File: src/rtl/init_pkg.sv
package init_pkg;

   typedef enum logic [3:0] {
      ST_STABLE, ST_CKE, ST_PRE1, ST_EMRS, ST_MRS_DLL,
      ST_PRE2, ST_REF, ST_MRS_OP, ST_HOLD, ST_DONE
   } step_e;

   typedef enum logic [2:0] {
      C_NOP, C_PREA, C_EMRS, C_MRS_DLL, C_MRS_OP, C_REF
   } cmd_e;

   typedef struct packed {
      logic cs_n;
      logic ras_n;
      logic cas_n;
      logic we_n;
   } pins_t;

   function automatic pins_t cmd_pins(cmd_e c);
      pins_t p;
      case (c)
         C_PREA:                      p = '{cs_n: 1'b0, ras_n: 1'b0, cas_n: 1'b1, we_n: 1'b0};
         C_EMRS, C_MRS_DLL, C_MRS_OP: p = '{cs_n: 1'b0, ras_n: 1'b0, cas_n: 1'b0, we_n: 1'b0};
         C_REF:                       p = '{cs_n: 1'b0, ras_n: 1'b0, cas_n: 1'b0, we_n: 1'b1};
         default:                     p = '{cs_n: 1'b0, ras_n: 1'b1, cas_n: 1'b1, we_n: 1'b1};
      endcase
      return p;
   endfunction

   function automatic int unsigned max2(int unsigned a, int unsigned b);
      return (a > b) ? a : b;
   endfunction

endpackage

File: src/rtl/init_step_timer.sv
module init_step_timer #(
   parameter int unsigned W = 8
) (
   input  logic         clk,
   input  logic         rst_n,
   input  logic         clr,
   output logic [W-1:0] cnt
);
   always_ff @(posedge clk or negedge rst_n) begin
      if (!rst_n)   cnt <= '0;
      else if (clr) cnt <= '0;
      else          cnt <= cnt + W'(1);
   end
endmodule

File: src/rtl/init_lock_wait.sv
module init_lock_wait #(
   parameter int unsigned LIMIT = 200,
   localparam int unsigned W    = $clog2(LIMIT + 1)
) (
   input  logic clk,
   input  logic rst_n,
   input  logic start,
   output logic done
);
   logic         run_q;
   logic [W-1:0] cnt_q;

   always_ff @(posedge clk or negedge rst_n) begin
      if (!rst_n) begin
         run_q <= 1'b0;
         cnt_q <= '0;
      end else if (start) begin
         run_q <= 1'b1;
         cnt_q <= W'(1);
      end else if (run_q && (cnt_q != W'(LIMIT))) begin
         cnt_q <= cnt_q + W'(1);
      end
   end

   assign done = run_q && (cnt_q == W'(LIMIT));
endmodule

File: src/rtl/init_cmd_enc.sv
module init_cmd_enc
   import init_pkg::*;
#(
   parameter int unsigned ADDR_W = 13,
   parameter int unsigned BA_W   = 2
) (
   input  cmd_e              cmd,
   input  logic [2:0]        cfg_cas_lat,
   input  logic [2:0]        cfg_burst_len,
   input  logic              cfg_burst_intlv,
   output logic              cs_n,
   output logic              ras_n,
   output logic              cas_n,
   output logic              we_n,
   output logic [BA_W-1:0]   ba,
   output logic [ADDR_W-1:0] addr
);
   pins_t               pins;
   logic [ADDR_W-1:0]   mode_field;

   always_comb begin
      mode_field      = '0;
      mode_field[2:0] = cfg_burst_len;
      mode_field[3]   = cfg_burst_intlv;
      mode_field[6:4] = cfg_cas_lat;
   end

   always_comb begin
      pins = cmd_pins(cmd);
      ba   = '0;
      addr = '0;
      case (cmd)
         C_PREA:    addr[10] = 1'b1;
         C_EMRS:    ba[0]    = 1'b1;
         C_MRS_DLL: begin
            addr    = mode_field;
            addr[8] = 1'b1;
         end
         C_MRS_OP:  addr = mode_field;
         default:   ;
      endcase
   end

   assign cs_n  = pins.cs_n;
   assign ras_n = pins.ras_n;
   assign cas_n = pins.cas_n;
   assign we_n  = pins.we_n;
endmodule

File: src/rtl/gddr_init_seq.sv
module gddr_init_seq
   import init_pkg::*;
#(
   parameter int unsigned STABLE_CYC = 40000,
   parameter int unsigned T_RP       = 5,
   parameter int unsigned T_MRD      = 2,
   parameter int unsigned T_RFC      = 17,
   parameter int unsigned DLL_LOCK   = 200,
   parameter int unsigned N_REFRESH  = 2,
   parameter int unsigned ADDR_W     = 13,
   parameter int unsigned BA_W       = 2
) (
   input  logic              clk,
   input  logic              rst_n,
   input  logic [2:0]        cfg_cas_lat,
   input  logic [2:0]        cfg_burst_len,
   input  logic              cfg_burst_intlv,
   output logic              cke,
   output logic              cs_n,
   output logic              ras_n,
   output logic              cas_n,
   output logic              we_n,
   output logic [BA_W-1:0]   ba,
   output logic [ADDR_W-1:0] addr,
   output logic              init_done
);
   localparam int unsigned DUR_MAX = max2(max2(STABLE_CYC, T_RFC), max2(T_RP, T_MRD));
   localparam int unsigned TMR_W   = $clog2(DUR_MAX + 1);
   localparam int unsigned REF_W   = $clog2(N_REFRESH + 1);

   generate
      if (T_MRD < 2)        begin : g_bad_mrd  $error("T_MRD must be at least 2"); end
      if (N_REFRESH < 2)    begin : g_bad_ref  $error("N_REFRESH must be at least 2"); end
      if (STABLE_CYC < 1)   begin : g_bad_stab $error("STABLE_CYC must be nonzero"); end
      if (DLL_LOCK < 1)     begin : g_bad_lock $error("DLL_LOCK must be nonzero"); end
      if (ADDR_W < 11)      begin : g_bad_addr $error("ADDR_W must reach bit 10"); end
      if (BA_W < 1)         begin : g_bad_ba   $error("BA_W must be nonzero"); end
   endgenerate

   step_e              step_q, step_d;
   logic [TMR_W-1:0]   tmr, dur;
   logic [REF_W-1:0]   ref_q;
   logic               first, last, adv, lock_start, lock_done;
   cmd_e               cmd;

   init_step_timer #(.W(TMR_W)) u_timer (
      .clk   (clk),
      .rst_n (rst_n),
      .clr   (adv),
      .cnt   (tmr)
   );

   always_comb begin
      case (step_q)
         ST_STABLE:                      dur = TMR_W'(STABLE_CYC);
         ST_PRE1, ST_PRE2:               dur = TMR_W'(T_RP);
         ST_EMRS, ST_MRS_DLL, ST_MRS_OP: dur = TMR_W'(T_MRD);
         ST_REF:                         dur = TMR_W'(T_RFC);
         default:                        dur = TMR_W'(1);
      endcase
   end

   assign first = (tmr == '0);
   assign last  = (tmr == dur - TMR_W'(1));

   always_comb begin
      case (step_q)
         ST_HOLD: adv = lock_done;
         ST_DONE: adv = 1'b0;
         default: adv = last;
      endcase
   end

   always_comb begin
      step_d = step_q;
      if (adv) begin
         case (step_q)
            ST_STABLE:  step_d = ST_CKE;
            ST_CKE:     step_d = ST_PRE1;
            ST_PRE1:    step_d = ST_EMRS;
            ST_EMRS:    step_d = ST_MRS_DLL;
            ST_MRS_DLL: step_d = ST_PRE2;
            ST_PRE2:    step_d = ST_REF;
            ST_REF:     step_d = (ref_q == REF_W'(N_REFRESH - 1)) ? ST_MRS_OP : ST_REF;
            ST_MRS_OP:  step_d = ST_HOLD;
            ST_HOLD:    step_d = ST_DONE;
            default:    step_d = step_q;
         endcase
      end
   end

   always_ff @(posedge clk or negedge rst_n) begin
      if (!rst_n) begin
         step_q <= ST_STABLE;
         ref_q  <= '0;
      end else begin
         step_q <= step_d;
         if (step_q == ST_REF && adv) ref_q <= ref_q + REF_W'(1);
      end
   end

   always_comb begin
      cmd = C_NOP;
      if (first) begin
         case (step_q)
            ST_PRE1, ST_PRE2: cmd = C_PREA;
            ST_EMRS:          cmd = C_EMRS;
            ST_MRS_DLL:       cmd = C_MRS_DLL;
            ST_REF:           cmd = C_REF;
            ST_MRS_OP:        cmd = C_MRS_OP;
            default:          cmd = C_NOP;
         endcase
      end
   end

   assign lock_start = (step_q == ST_MRS_DLL) && first;

   init_lock_wait #(.LIMIT(DLL_LOCK)) u_lock (
      .clk   (clk),
      .rst_n (rst_n),
      .start (lock_start),
      .done  (lock_done)
   );

   init_cmd_enc #(.ADDR_W(ADDR_W), .BA_W(BA_W)) u_enc (
      .cmd             (cmd),
      .cfg_cas_lat     (cfg_cas_lat),
      .cfg_burst_len   (cfg_burst_len),
      .cfg_burst_intlv (cfg_burst_intlv),
      .cs_n            (cs_n),
      .ras_n           (ras_n),
      .cas_n           (cas_n),
      .we_n            (we_n),
      .ba              (ba),
      .addr            (addr)
   );

   assign cke       = (step_q != ST_STABLE);
   assign init_done = (step_q == ST_DONE);
endmodule

File: config.mk
export PLATFORM = sky130hd
export DESIGN_NAME = gddr_init_seq
export DESIGN_NICKNAME = d
export VERILOG_FILES = /design/src/rtl/init_pkg.sv /design/src/rtl/init_step_timer.sv /design/src/rtl/init_lock_wait.sv /design/src/rtl/init_cmd_enc.sv /design/src/rtl/gddr_init_seq.sv
export SDC_FILE = /design/constraint.sdc
export NUM_CORES = 1
export LEC_CHECK = 0
export ABC_CLOCK_PERIOD_IN_PS = 4100
export BUFFER_PORTS_ARGS = -buffer_cell sky130_fd_sc_hd__buf_2
export CAP_MARGIN = 10
export CORE_MARGIN = 2
export CORE_UTILIZATION = 40
export CTS_CLUSTER_SIZE = 12
export DETAILED_ROUTE_END_ITERATION = 12
export GPL_TIMING_DRIVEN = 0
export MAX_ROUTING_LAYER = met4
export PLACE_DENSITY_LB_ADDON = 0.08
export SETUP_SLACK_MARGIN = 0.05
export SYNTH_ARGS = -nofsm -noshare
export SYNTH_HDL_FRONTEND = slang
export SYNTH_SLANG_ARGS = --single-unit
export TNS_END_PERCENT = 20
File: constraint.sdc
create_clock -name clk -period 4.1 [get_ports clk]
set_input_delay 0.615 -clock clk [delete_from_list [all_inputs] [get_ports clk]]
set_output_delay 0.615 -clock clk [all_outputs]
set_load 0.02 [all_outputs]
==> results of run 1 <==
[synthesized netlist by cell type (4+ instances only)]
cell,number
a21oi_1,4
and2_1,8
and3_1,6
buf_4,7
dfrtp_1,31
ha_1,9
inv_1,12
nand2_1,10
nand2b_1,5
nand3_1,11
nand4_1,9
nor2_1,37
nor3_1,5
nor4_1,4
xnor2_1,21
xor2_1,14
[flip-flops by register name, summed over array words and instances (netlist names)]
register,cells
ref_q,2
step_q,4
u_lock.cnt_q,8
u_lock.run_q,1
u_timer.cnt,16
[cell type report]
type / instances / area (um2) / share of cell area (%)
Buffer: 14 / 90.1 / 3.72
Clock buffer: 8 / 100 / 4.13
Inverter: 12 / 45.0 / 1.86
Multi-Input combinational cell: 182 / 1210 / 49.9
Sequential cell: 31 / 776 / 32.0
Tap cell: 70 / 87.6 / 3.62
Timing Repair Buffer: 23 / 115 / 4.75
[logic make-up (layout without fill, tap and decap cells)]
| group | after synthesis | count (layout) | synth area share (%) |
|---|---|---|---|
| compound gates | 15 | 15 | 4.89 |
| xor+xnor | 35 | 35 | 14.6 |
| fa+ha+maj | 9 | 9 | 5.36 |
| buf+inv | 26 | 57 | 6.44 |
| flops | 31 | 31 | 36.9 |
| mux | 2 | 2 | 0.954 |
| other cells | 2 | 7 | 0.358 |
| simple gates | 114 | 114 | 30.5 |
[power by group]
| part | leakage (uW) | switching [uW] | total, uW | internal [uW] |
|---|---|---|---|---|
| Combinational | 0.000672 | 83.8 | 164 | 79.8 |
| Sequential | 0.000411 | 55.8 | 397 | 341 |
| Clock | 0.0000515 | 115 | 268 | 153 |
[through the flow]
stage | cells | setup WS, ns
6_report | 340 | 0.679
5_1_grt | 340 | 0.387
4_1_cts | 340 | 0.635
3_5_place_dp | 332 | 0.696
3_3_place_gp | 332 | 0.678
2_1_floorplan | 239 | 1.04
[worst paths after layout]
path | end | depth (start not counted)
max in group asynchronous | u_timer.cnt[4] | 1
min in group clk | ref_q[0] | 1
hold / removal | u_timer.cnt[15] | 1
hold reg to reg | ref_q[0] | 1
setup reg to reg | u_timer.cnt[7] | 14
setup / recovery | addr[8] | 6
[per-layer routing]
metal	share of wire, %	global-route usage (%)	routed length [um]
met1	53	22.6	2280
met2	43	22.8	1840
met3	3.5	3.79	152
met4	1.0	6.00	44
met5	0	-	0
[critical path: stages, from the launching register on]
cell     delay (ns)
dfrtp_1        0.44
inv_1          0.13
ha_1           0.15
nor4b_1        0.24
nand4_1        0.37
nor4_2         0.89
buf_2          0.31
==> flow_metrics.py, run 1 <==
metrics = {
    "global_route": {
        "grt_antenna_before_repair": 0,
        "grt_usage_pct": 16.2,
        "grt.overflow.total": 0,
        "grt_max_degree": 32,
        "grt_pass1_vias": 1501,
        "grt_pass1_wl_mm": 7.41,
    },
    "synth": {
        "ys_seq_area_share_pct": 36.9,
        "ys_types": 44,
        "ys_warn_count": 0,
        "synth-edff-count": 0,
        "syn_area_per_cell_um2": 8.97,
        "synth_top_area_share_pct": 36.9,
        "post-synth-top-area-cell": "dfrtp_1",
        "ys.flop_type": "dfrtp_1",
        "synthCells": 234,
        "syn_area_um2": 2100,
        "synthTopCellsByArea": "dfrtp_1 37%, xnor2_1 8.8%, nor2_1 6.6%",
        "async_reset_ff_share_pct": 100,
        "ys_ff_latch": 31,
    },
    "clock_tree": {
        "cts_sinks": 31,
        "numCtsBuffers": 5,
        "postCtsHoldBufs": 0,
        "path_clk_slew_ns": 0.07,
        "cts_setup_buffers": 0,
        "cts_resized": 0,
        "cts_tree": "done",
        "cts_max_level": 2,
        "clock_latency_ns": 0.29,
        "cts_root_buf": "clkbuf_8",
        "clockBufferDepth": 2,
    },
    "timing": {
        "fmax_mhz": 292,
        "whs_ns": 0.380,
        "skew_ns": 0.00982,
        "post-route-period-util_pct": 83.4,
        "setup_violations": 0,
        "min_period_ns": 3.42,
        "tns_ns": 0,
        "drv_slew": 0,
        "tightest_slew_ns": 0.956,
        "maxSlewHeadroom_pct": 35.7,
        "rsz0062_at_grt": "false",
        "hold_violations": 0,
    },
    "critical_path": {
        "startpoint": "u_timer.cnt[0]",
        "r2r_start": "step_q[2]",
        "cp_max_fo": 10,
        "crit_required_ns": 3.48,
        "timing.reg2reg.setup_slack_ns": 0.69,
        "worstSetupPathType": "reg -> out",
        "critPathLaunchType": "register",
        "arrival_ns": 2.81,
        "end_kind": "output pin",
    },
    "layout": {
        "antenna_cells": 0,
        "areaGrowthSynthToFinish_pct": 15.3,
        "drive_gt1_share_pct": 18.1,
        "final_cell_mix": "37 x nor2_1, 31 x dfrtp_1, 26 x buf_2",
        "nFillCells": 528,
        "final_core_util_pct": 47.7,
        "layout.nets": 287,
        "fin_area_um2": 2420,
        "final_common_cell": "nor2_1",
    },
    "min_path": {
        "hold_path_class": "in -> async",
    },
    "run_status": {
        "status": "finished clean",
    },
    "floorplanning": {
        "dieArea_um2": 5840,
        "ios": 30,
        "core_area_um2": 5070,
        "start_util_pct": 41.4,
        "num_rows": 26,
        "die_h_um": 76.5,
        "die_w_um": 76.5,
    },
    "routing": {
        "drt_iter0_drc": 88,
        "routed_wl_mm": 4.32,
        "drcViolationCount": 0,
        "post_drt_wl_per_cell_um": 12.7,
        "vias_per_cell": 4.89,
        "firstDrtPassIters": 4,
        "num_vias": 1662,
        "ant_nets": 0,
    },
    "pwr": {
        "p_per_area_nw_per_um2": 342,
        "peakVddDrop_mv": 0.169,
        "leakagePower_uw": 0.00113,
        "p_total_uw": 829,
    },
    "run": {
        "maxCapViolations": 0,
    },
    "place": {
        "gp_congestion": 0.813,
        "io_buffers": 23,
        "dp_hpwl_mm": 3.11,
        "place_area_um2": 2320,
    },
}
(Power assumes the default switching activity.)
==> inputs of run 2 (changes only) <==
- ABC_CLOCK_PERIOD_IN_PS: 4100 -> 3100
- clock period: 4.1 -> 3.1 ns (I/O delays scaled with it)
==> flow_metrics.py, run 2 (synthesis results as in run 1) <==
metrics = {
    "layout": {
        "largest_reg_flops": 16,
        "antenna_cells": 0,
        "reg.largest.list": "u_timer.cnt x16, u_lock.cnt_q x8, step_q x4",
        "drive_gt1_share_pct": 27.9,
        "fin_area_um2": 2710,
        "final_common_cell": "nor2_1",
        "regMostFlops": "u_timer.cnt",
        "final_cell_mix": "35 x nor2_1, 30 x dfrtp_1, 24 x buf_2",
        "areaGrowthSynthToFinish_pct": 29.0,
        "layout.nets": 300,
    },
    "critical_path": {
        "r2r-end": "step_q[0]",
        "worstSetupPathType": "reg -> reg",
        "path_delay_family": "simple AND/OR/NAND/NOR gates",
        "end_kind": "register",
        "critPathLaunchType": "register",
        "timing.reg2reg.setup_slack_ns": 0.07,
        "worst_path_largest_cell_delay_ns": 0.51,
        "reg2reg_depth": 13,
        "critPathSlowestCell": "or4_4",
        "cp_max_fo": 6,
        "arrival_ns": 3.21,
        "crit_chain": "buf_8 > nor2_4 > nand2_1 > a21o_1 > ha_4 > and3_4 > ha_4 > xnor2_1 > nor2_1 > nand4_1 > or4_4 > or4_4 > nor3b_4",
        "r2r_start": "step_q[0]",
        "critical_path_buf_inv_count": 1,
        "crit_required_ns": 3.28,
    },
    "floorplanning": {
        "start_util_pct": 41.4,
        "ios": 30,
        "dieArea_um2": 5840,
        "num_rows": 26,
        "die_h_um": 76.5,
        "die_w_um": 76.5,
        "core_area_um2": 5070,
    },
    "clock_tree": {
        "numCtsBuffers": 5,
        "postCtsHoldBufs": 0,
        "clock_latency_ns": 0.28,
        "path_clk_slew_ns": 0.07,
        "cts_max_level": 2,
        "cts_sinks": 31,
        "cts_tree": "done",
        "clockBufferDepth": 2,
        "cts_root_buf": "clkbuf_8",
    },
    "global_route": {
        "grt_max_degree": 32,
        "grt_usage_pct": 17.2,
        "grt_pass1_wl_mm": 7.87,
        "grt_pass1_vias": 1604,
        "grt.overflow.total": 0,
        "grt_antenna_before_repair": 0,
    },
    "timing": {
        "tightest_slew_ns": 0.727,
        "hold_violations": 0,
        "post-route-period-util_pct": 97.7,
        "maxSlewHeadroom_pct": 51.5,
        "setup_violations": 0,
        "rsz0062_at_grt": "true",
        "skew_ns": 0.00735,
        "tns_ns": 0,
        "fmax_mhz": 330,
        "drv_slew": 0,
        "min_period_ns": 3.03,
    },
    "place": {
        "gp_congestion": 0.784,
        "place_area_um2": 2320,
        "dp_hpwl_mm": 3.17,
        "io_buffers": 23,
    },
    "routing": {
        "ant_nets": 0,
        "post_drt_wl_per_cell_um": 13.3,
        "routed_wl_mm": 4.70,
        "vias_per_cell": 4.94,
        "drt_iter0_drc": 78,
        "firstDrtPassIters": 4,
        "drcViolationCount": 0,
        "num_vias": 1743,
    },
    "run_status": {
        "status": "finished clean",
    },
    "pwr": {
        "leakagePower_uw": 0.00125,
        "p_per_area_nw_per_um2": 438,
        "peakVddDrop_mv": 0.302,
    },
    "min_path": {
        "hold_path_class": "in -> async",
    },
    "run": {
        "maxCapViolations": 0,
    },
}
[run 2: changes by cell type in the layout (fill, tap and decap cells not counted), sizes merged]
cell and delta:
clkbuf -2, buf +13, clkinv +1, bufinv +1
[run 2: per-stage QoR]
step / instances / hold slack, ns / setup WS (ns) / power (uW) / utilization, %
floorplan: 239 / 0.169 / 0.0687 / 692 / -
global placement: 332 / 0.473 / -0.260 / 750 / 45.8
detailed placement: 332 / 0.474 / -0.288 / 753 / 45.8
CTS: 344 / 0.258 / -0.0451 / 1180 / 50.0
global route: 353 / 0.282 / -0.0361 / 1260 / 53.4
finish: 353 / 0.242 / 0.0728 / 1190 / 53.4
[run 2: final cells by class]
cell class / count / area [um2]
tap: 70 / 87.6
fill: 483 / 2370
clock inverter: 2 / 35.0
sequential: 31 / 777
buffer: 14 / 125
inverter: 12 / 45.0
timing repair buffer: 36 / 218
clock buffer: 6 / 82.6
multi-input combinational: 182 / 1340
[run 2: where the power goes]
group | internal, uW | total (uW) | leakage [uW] | switching [uW]
Combinational | 119 | 239 | 0.000775 | 120
Clock | 260 | 415 | 0.0000612 | 155
Sequential | 451 | 532 | 0.000410 | 80.9
[run 2: worst max path at each step]
stage / start / to / slack, ns / cells past startpoint
2_1_floorplan: step_q[1] / step_q[0] / 0.07 / 13
3_3_place_gp: step_q[1] / u_timer.cnt[11] / -0.26 / 14
3_5_place_dp: step_q[1] / u_timer.cnt[8] / -0.29 / 14
4_1_cts: step_q[1] / step_q[0] / -0.05 / 13
5_1_grt: step_q[0] / step_q[0] / -0.04 / 13
6_report: step_q[0] / step_q[0] / 0.07 / 13
[run 2: worst reg2reg max path, cell delays in order (launching register included)]
cell and delay, ns:
dfrtp_1 0.41, buf_8 0.15, nor2_4 0.11, nand2_1 0.05, a21o_1 0.19, ha_4 0.18, and3_4 0.15, ha_4 0.23
xnor2_1 0.12, nor2_1 0.09, nand4_1 0.09, or4_4 0.47, or4_4 0.51, nor3b_4 0.17
[run 2: routing by layer]
metal | wire length, um | GRT usage, %
met2 | 2150 | 25.8
met5 | 0 | -
met3 | 221 | 4.38
met1 | 2280 | 22.9
met4 | 42 | 5.45
[run 2: timing repair]
item,in CTS,in global routing
pin swaps,2,14
setup endpoints to repair,22,29
resized for setup,20,18
gates cloned,1,0
setup buffers,3,9
